$ cat config.mk
export PLATFORM = sky130hd
export DESIGN_NAME = upscale2x
export DESIGN_NICKNAME = d
export VERILOG_FILES = /design/src/rtl/upscale2x.sv
export SDC_FILE = /design/constraint.sdc
export NUM_CORES = 1
export LEC_CHECK = 0
export CAP_MARGIN = 5
export CELL_PAD_IN_SITES_DETAIL_PLACEMENT = 0
export CELL_PAD_IN_SITES_GLOBAL_PLACEMENT = 1
export CORE_MARGIN = 3
export CORE_UTILIZATION = 25
export CTS_BUF_LIST = sky130_fd_sc_hd__clkbuf_8
export DETAILED_ROUTE_END_ITERATION = 6
export PLACE_DENSITY = 0.47
export SKIP_CTS_REPAIR_TIMING = 1
export SYNTH_ARGS = -nofsm -noshare
export SYNTH_HDL_FRONTEND = slang
export SYNTH_SLANG_ARGS = --single-unit
export TNS_END_PERCENT = 5
$ cat constraint.sdc
create_clock -name clk -period 17.3 [get_ports clk]
set_input_delay 3.46 -clock clk [delete_from_list [all_inputs] [get_ports clk]]
set_output_delay 3.46 -clock clk [all_outputs]
set_load 0.02 [all_outputs]
$ cat src/rtl/upscale2x.sv
module upscale2x #(
  parameter int DW     = 8,
  parameter int MAX_W  = 16,
  parameter int FIFO_D = 4
) (
  input  logic          clk,
  input  logic          rst_n,
  input  logic          in_valid,
  output logic          in_ready,
  input  logic [DW-1:0] in_data,
  input  logic          in_eol,
  input  logic          in_eof,
  output logic          out_valid,
  output logic [DW-1:0] out_data,
  output logic          out_eol,
  output logic          out_eof
);
  localparam int AW  = $clog2(MAX_W);
  localparam int CW  = AW + 1;
  localparam int WW  = CW + 1;
  localparam int FAW = $clog2(FIFO_D);
  localparam int FCW = FAW + 1;
  localparam logic [CW-1:0]  ONE_C = 1;
  localparam logic [WW-1:0]  ONE_W = 1;
  localparam logic [AW-1:0]  ONE_A = 1;
  localparam logic [FAW-1:0] ONE_F = 1;
  localparam logic [FCW-1:0] FULL  = FCW'(FIFO_D);

  typedef enum logic [1:0] {S_FIRST, S_NEXT, S_EMIT} state_t;

  function automatic logic [DW-1:0] avg(input logic [DW-1:0] a, input logic [DW-1:0] b);
    logic [DW:0] s;
    s = {1'b0, a} + {1'b0, b} + {{DW{1'b0}}, 1'b1};
    return s[DW:1];
  endfunction

  logic [DW+1:0]  fq [FIFO_D];
  logic [FAW-1:0] fwp, frp;
  logic [FCW-1:0] fcnt;
  logic [DW-1:0]  rowm [2][MAX_W];

  state_t         st;
  logic           sel, last, nlast, half;
  logic [AW-1:0]  col;
  logic [CW-1:0]  width, p;

  logic push, pop, h_eol, h_eof, wbuf, bsel, kend, row_end;
  logic [DW-1:0] h_data, a0, a1, b0, b1, wa, wb, val;
  logic [AW-1:0] k, kn;

  assign in_ready = fcnt != FULL;
  assign push     = in_valid && in_ready;
  assign pop      = (st != S_EMIT) && (fcnt != '0);
  assign {h_eof, h_eol, h_data} = fq[frp];
  assign wbuf     = (st == S_FIRST) ? sel : ~sel;

  assign k       = p[CW-1:1];
  assign kend    = {1'b0, k} == (width - ONE_C);
  assign kn      = kend ? k : k + ONE_A;
  assign bsel    = last ? sel : ~sel;
  assign a0      = rowm[sel][k];
  assign a1      = rowm[sel][kn];
  assign b0      = rowm[bsel][k];
  assign b1      = rowm[bsel][kn];
  assign wa      = p[0] ? avg(a0, a1) : a0;
  assign wb      = p[0] ? avg(b0, b1) : b0;
  assign val     = half ? avg(wa, wb) : wa;
  assign row_end = {1'b0, p} == ({width, 1'b0} - ONE_W);

  always_ff @(posedge clk) begin
    if (push) fq[fwp] <= {in_eof, in_eol, in_data};
    if (pop)  rowm[wbuf][col] <= h_data;
  end

  always_ff @(posedge clk or negedge rst_n) begin
    if (!rst_n) begin
      fwp <= '0; frp <= '0; fcnt <= '0;
      st <= S_FIRST; sel <= 1'b0; last <= 1'b0; nlast <= 1'b0; half <= 1'b0;
      col <= '0; width <= '0; p <= '0;
      out_valid <= 1'b0; out_data <= '0; out_eol <= 1'b0; out_eof <= 1'b0;
    end else begin
      if (push) fwp <= fwp + ONE_F;
      if (pop)  frp <= frp + ONE_F;
      case ({push, pop})
        2'b10:   fcnt <= fcnt + 1'b1;
        2'b01:   fcnt <= fcnt - 1'b1;
        default: ;
      endcase

      case (st)
        S_FIRST: if (pop) begin
          col <= col + ONE_A;
          if (h_eol) begin
            width <= {1'b0, col} + ONE_C;
            col   <= '0;
            if (h_eof) begin last <= 1'b1; st <= S_EMIT; end
            else st <= S_NEXT;
          end
        end
        S_NEXT: if (pop) begin
          col <= col + ONE_A;
          if (h_eol) begin col <= '0; nlast <= h_eof; st <= S_EMIT; end
        end
        default: begin
          if (!row_end) p <= p + ONE_C;
          else begin
            p <= '0;
            if (!half) half <= 1'b1;
            else begin
              half <= 1'b0;
              if (last) begin last <= 1'b0; st <= S_FIRST; end
              else begin
                sel  <= ~sel;
                last <= nlast;
                st   <= nlast ? S_EMIT : S_NEXT;
              end
            end
          end
        end
      endcase

      out_valid <= st == S_EMIT;
      out_data  <= (st == S_EMIT) ? val : '0;
      out_eol   <= (st == S_EMIT) && row_end;
      out_eof   <= (st == S_EMIT) && row_end && half && last;
    end
  end

  p_no_overflow_r5: assert property (@(posedge clk) disable iff (!rst_n)
    (fcnt == FULL) |=> (fcnt == FULL) || $past(pop));
  p_no_fill_during_emit_r7: assert property (@(posedge clk) disable iff (!rst_n)
    (st == S_EMIT) |=> fcnt >= $past(fcnt));
  p_eof_on_eol_r4: assert property (@(posedge clk) disable iff (!rst_n)
    out_eof |-> out_eol && out_valid);
  p_eol_valid_r4: assert property (@(posedge clk) disable iff (!rst_n)
    out_eol |-> out_valid);
  p_row_gapless_r8: assert property (@(posedge clk) disable iff (!rst_n)
    (out_valid && !out_eol) |=> out_valid);
endmodule

Yosys cells after proc, flatten, opt, wreduce, memory -nomap -nowiden
Memory sizes are Yosys's and may differ from the RTL's. Index checks and enable logic that the tools add are counted.

Shifts and indexed selects: 0. Add/subtract/negate cells: 16. Bitwise operators: 6. $lt $le $gt $ge: 4. Equal/unequal tests: 13. Divide/modulo/power cells: 0. Mux-type cells: 46. Reductions and logical operators: 21. Multipliers: 0.

Operator list (number): binary-select mux 8 bit (select 4 bit) (4); 2-to-1 mux 128 bit (1); 2-to-1 mux 8 bit (13); demux 8 bit (select 4 bit) (1); adder 8 x 8 -> 9 bit (3); adder 9 x 1 -> 9 bit, second input constant (3); 2-to-1 mux 2 bit (9); >= comparator 5 bit, second input constant (3); NOT 4 -> 5 bit (3); 2-to-1 mux 1 bit (12); inequality test 2 bit, second input constant (6); AND reduction 6 bit (2); AND reduction 3 bit (3); nonzero test 3 bit (3); adder 4 x 1 -> 4 bit, second input constant (2); 2-to-1 mux 4 bit (2); equality test 5 x 6 -> 1 bit (1); logical AND 1 bit (6); one-hot mux 3 bit (2 select lines) (1); nonzero test 2 bit (3); subtractor 6 x 1 -> 6 bit, second input constant (1); adder 4 x 1 -> 5 bit, second input constant (1); adder 5 x 1 -> 5 bit, second input constant (1); equality test 4 x 5 -> 1 bit (1); 15 further kinds (21).

Bits of input ports: 13. Word-level logic and storage cells: 123. Bits in latches: 0. Bits in writable memories: 296. Memories: 2. Bits in registers: 38. Output and inout port bits: 12. Memory bits (read-only): 0.

Memory list: rowm (depth 2, width 128, rd ports 2, clocked after Yosys merged registers in 0, write ports 1, RTL line 40) `logic [DW-1:0] rowm [2][MAX_W];`; fq (depth 4, width 10, rd ports 1, clocked after Yosys merged registers in 0, write ports 1, RTL line 37) `logic [DW+1:0] fq [FIFO_D];`.

Logic depth before layout (Yosys ltp)
Depth in word-level cells: 14. Depth in mapped cells: 31. Depth with buffers taken out: 29.

Least setup slack after synthesis
OpenSTA, ideal clock, no wires.

Path type: flip-flop to flip-flop. From: reg width[1]. To: reg out_data[6]. Arrival time: 5.439 ns. Path buffers: 2. Slack: 11.713 ns. Data required time: 17.151 ns. Clock period less this slack: 5.587 ns. Setup time: 0.149 ns. Stages on the path, launching flop included: 28. Cell sequence: dfrtp_1 > inv_1 > ha_1 > nor4bb_1 > a22o_1 > o32ai_1 > nor2_1 > xnor2_1 > buf_2 > buf_1 > mux4_2 > nand2_1 > nand2_1 > o211ai_1 > o21ai_0 > ha_1 > or3_1 > o21ai_0 > nor2_1 > xnor2_1 > a21oi_1 > ha_1 > and3_1 > a221oi_2 > o21ai_1 > or4_1 > a21oi_1 > a311oi_1.

Cells in the longest elaborated chain, start to end: 14. Elaborated cells on any way between the ends: 20. Classes of those cells: add/sub: 7; eq/ne: 1; mux: 11; bitwise: 1.

RTL lines: start, declared (RTL line 45) `logic [CW-1:0] width, p;`; start signal, assigned (RTL line 94) `width <= {1'b0, col} + ONE_C;`; subtractor 5 x 1 -> 5 bit (*) (RTL line 58) `assign kend = {1'b0, k} == (width - ONE_C);`; equality test 4 x 5 -> 1 bit (*) (RTL line 58); 2-to-1 mux 4 bit (*) (RTL line 59) `assign kn = kend ? k : k + ONE_A;`; NOT 4 -> 5 bit (implied by the code) (*) (RTL line 62, 64); binary-select mux 8 bit (select 4 bit) (on tied branches) (RTL line 62, 64); 2-to-1 mux 8 bit (on tied branches) (2 in series) (RTL line 62, 64); adder 8 x 8 -> 9 bit (RTL line 33) `s = {1'b0, a} + {1'b0, b} + {{DW{1'b0}}, 1'b1};`; adder 9 x 1 -> 9 bit (RTL line 33); 2-to-1 mux 8 bit (on tied branches) (RTL line 65, 66); adder 8 x 8 -> 9 bit (RTL line 33); adder 9 x 1 -> 9 bit (RTL line 33); 2-to-1 mux 8 bit (*) (RTL line 67) `assign val = half ? avg(wa, wb) : wa;`; 2-to-1 mux 8 bit (*) (RTL line 123) `out_data <= (st == S_EMIT) ? val : '0;`; end signal, assigned (RTL line 123); end, declared (RTL line 14) `output logic [DW-1:0] out_data,`.

Mark *: on every way between the ends. The rest lies on a longest branch, timed or not. The select of a mux whose other input is x is not followed. A chain may end at the register's enable or synchronous reset.

Final worst setup path
From: reg sel. To: reg out_data[6].

Cells in the longest elaborated chain, start to end: 13. Elaborated cells on any way between the ends: 25. Classes of those cells: add/sub: 6; mux: 17; bitwise: 1; memory: 1.

RTL lines: start, declared (RTL line 43) `logic sel, last, nlast, half;`; start signal, assigned (RTL line 113) `sel <= ~sel;`; NOT 1 bit (RTL line 60) `assign bsel = last ? sel : ~sel;`; 2-to-1 mux 1 bit; memory (2 x 128 bit) (*); binary-select mux 8 bit (select 4 bit) (on tied branches) (RTL line 63, 64); 2-to-1 mux 8 bit (on tied branches) (2 in series) (RTL line 63, 64); adder 8 x 8 -> 9 bit (RTL line 33); adder 9 x 1 -> 9 bit (RTL line 33); 2-to-1 mux 8 bit (RTL line 66) `assign wb = p[0] ? avg(b0, b1) : b0;`; adder 8 x 8 -> 9 bit (RTL line 33); adder 9 x 1 -> 9 bit (RTL line 33); 2-to-1 mux 8 bit (*) (RTL line 67); 2-to-1 mux 8 bit (*) (RTL line 123).

Marks and branches as above.

==> metrics <==
status=finished, final reports clean; max_cap viols=0; first-pass GRT wire length=~100000 µm; Chip Width=291 µm; Die Height=291 µm; CTS buffer count=67; fillers=7987; row cnt=103; final net count=1541; die area=84800 µm²; Placed Instance Area=21800 µm²; max_slew headroom=31.4%; sequential area share after synthesis=48.4%; Ys Warns=0; main combinational cell family by area after synthesis=multiplexers; Adder-Cell Fraction of Synth Area=under 10%; Most used DFF post-synth=edfxtp_1; multi-input logic area=9990 µm²; Routed WL=slightly below 70000 µm; CP Max Fanout=56; R2R cell count=22; Post-synth EDFFs=between 200 and 300; H-tree Lvls=3; post-layout util=between 20% and 30%; Synth area leaders=edfxtp_1 (44%), mux4_2 (21%), mux2i_1 (9.2%), dfrtp_1 (4.7%), nand2_1 (2.9%); count of final setup violators=0; final instance area=23100 µm²; Final Max Slew Viols=0; Final period util=44.8%; antenna-violating nets left=0; 1st-pass router iterations=5; leading cell type in the layout, fill and taps excluded=edfxtp_1; Post-Synth Simple-Gate Area=7.33%; post-synthesis mux area share=between 30% and 40%; Arr. time, crit path=just over 8 ns; Setup CP Type=reg -> reg; HPWL Detailed=45900 µm; Synth Area in XOR/XNOR=1.42%; CP required=17.81 ns; vias in the first global route=13.6k; top cell type by total area after synthesis=edfxtp_1; storage element area=9850 µm²; CP max-delay cell=dfrtp_4; Worst-Skew Late Latency=0.66 ns; CP peak stage delay=a little under 1 ns; Post-Syn Area=approximately 20000 µm²; Slew @ Worst Pin=1.03 ns; most used cell, CP=buf_4; syn nets=1509; CTS tree=yes; Reg2Reg Setup Slack=9.56 ns; drt wl/cell=26.6 µm; Sinks on Clock Net=334; startpoint types=flop; Tmin final=7.74 ns; GR Util All Layers=16.2%; PortBufs=24; HP Start=fcnt[2]; pre-CTS setup slack=between 9 and 10 ns; min-delay worst type=reg -> reg; cells after synthesis=~1.5k; Syn Area/Cell=13.9 µm²; Worst Skew=0.0215 ns; unrepaired setup endpoints after global routing=false; CP Capture Type=flop; DRC violations left=0; Worst-path clk slew=~0.060 ns; Initial Utilization=25.5%; Final WS setup=9.56 ns; clock buffer depth=3; gr ovfl total=0; Core ar.=79800 µm²; commonest cells after routing, fill and taps aside=edfxtp_1 (296), mux4_2 (187), mux2i_1 (186); layout cells sized above 1=24.5%; Iteration-0 DRC Markers=1140; DR vias/cell=approximately 5.1; Synth top area share=43.7%; post-synthesis compound-gate area fraction=~5.7%; FFs w/ async S/R, synth=between 10% and 20%; routed via count=about 13k; root buffer cell=clkbuf_8; RR Endpoint=out_data[6]; sum of negative setup slack=0 ns; routability cong.=0.803; RR Startpoint=sel; Hold Fails Final Rpt=0; Cell variety after synth=66; fmax=129 MHz; CP cell instances=xnor2_2 > buf_4 > buf_4 > buf_4 > mux2i_1 > mux4_2 > nand2_1 > nand2_1 > a21oi_1 > ha_1 > and2_1 > a22oi_1 > and3_1 > o31ai_1 > o21ai_0 > ha_1 > and3_1 > a221oi_2 > o21ai_1 > or4_1 > a21oi_1 > a311oi_1; Hold EP=fcnt[2]; synthesis-to-finish area growth=13.6%; Synth Register Bits=334; largest net degree at the start of global routing=113; Hold Crit Depth=1; antenna violations before repair=4; I/O pins=25
## registers in the layout (all words and copies together), names as in the netlist
| signal | count |
|---|---|
| out_eol | 1 |
| st | 2 |
| sel | 1 |
| half | 1 |
| last | 1 |
| fq | 40 |
| out_valid | 1 |
| p | 5 |
| rowm | 256 |
| frp | 2 |
| fwp | 2 |
| width | 5 |
| nlast | 1 |
| fcnt | 3 |
| out_eof | 1 |
| col | 4 |
| out_data | 8 |
## per-layer routing
metal / up-vias / global-route usage (%) / wire length (µm)
met5: - / 0 / 13
met4: 2 / 4.92 / 1870
met3: 88 / 2.78 / 3090
met2: 312 / 26.2 / 32600
met1: 6938 / 22.2 / 31400
li1: 5858 / - / -
## kinds of logic after synthesis
kind of cell             count (synthesis)
AO/OA/AOI/OAI                          179
XOR/XNOR                                33
adder cells (fa/ha/maj)                 37
buffers and inverters                  130
flip-flops                             334
multiplexers                           411
AND/OR/NAND/NOR                        335
## final cells by class
cell class | instances | area share (%)
repair buffers | 62 | 2.31
clock buffers | 69 | 4.11
well taps | 1050 | 5.69
clock inverters | 54 | 1.47
diodes | 1 | 0.0108
inverters | 31 | 0.504
flip-flops and latches | 334 | 42.7
multi-input cells | 995 | 43.3
## worst max-delay path by stage
stage / from / endpoint / slack (ns)
2_1_floorplan: width[1] / out_data[6] / 11.71
3_3_place_gp: sel / out_data[6] / 9.59
3_5_place_dp: sel / out_data[6] / 9.44
4_1_cts: sel / out_data[6] / 9.43
5_1_grt: sel / out_data[6] / 9.00
6_report: sel / out_data[6] / 9.56
## stage by stage
stage                     hold slack, ns  cells
after global placement             0.486   2472
final                              0.498   2596
after CTS                          0.498   2595
after floorplan                    0.463   1459
after global routing               0.541   2596
after detailed placement           0.489   2472
## cells in the mapped netlist, types with 3 or more instances
library cell	n
a211oi_1	9
a21o_1	11
a21oi_1	28
a22o_1	3
a22oi_1	3
a31oi_1	6
and2_1	8
and3_1	8
buf_1	30
buf_2	34
buf_4	7
clkbuf_1	27
clkinv_1	3
dfrtp_1	38
edfxtp_1	296
fa_1	4
ha_1	33
inv_1	27
mux2_2	38
mux2i_1	186
mux4_2	187
nand2_1	157
nand2b_1	9
nand3_1	37
nand3b_1	4
nor2_1	78
nor2b_1	6
nor3_1	10
nor3b_1	3
o211ai_1	22
o21a_1	3
o21ai_0	66
o21bai_1	3
o22ai_1	3
o31ai_1	3
or3_1	5
xnor2_1	21
xor2_1	12
## worst max-delay path, delay by kind of cell (launching register included)
family	cells	cell delay, ns
AND/OR/NAND/NOR	6	1.20
adder cells (fa/ha/maj)	2	0.65
flip-flops	1	0.98
XOR/XNOR	1	0.17
buffers and inverters	3	2.21
AO/OA/AOI/OAI	8	1.49
multiplexers	2	0.77
Power is left out: the tool's default activity adds up to more than one toggle a clock period on the data nets, which glitch-free logic cannot reach.
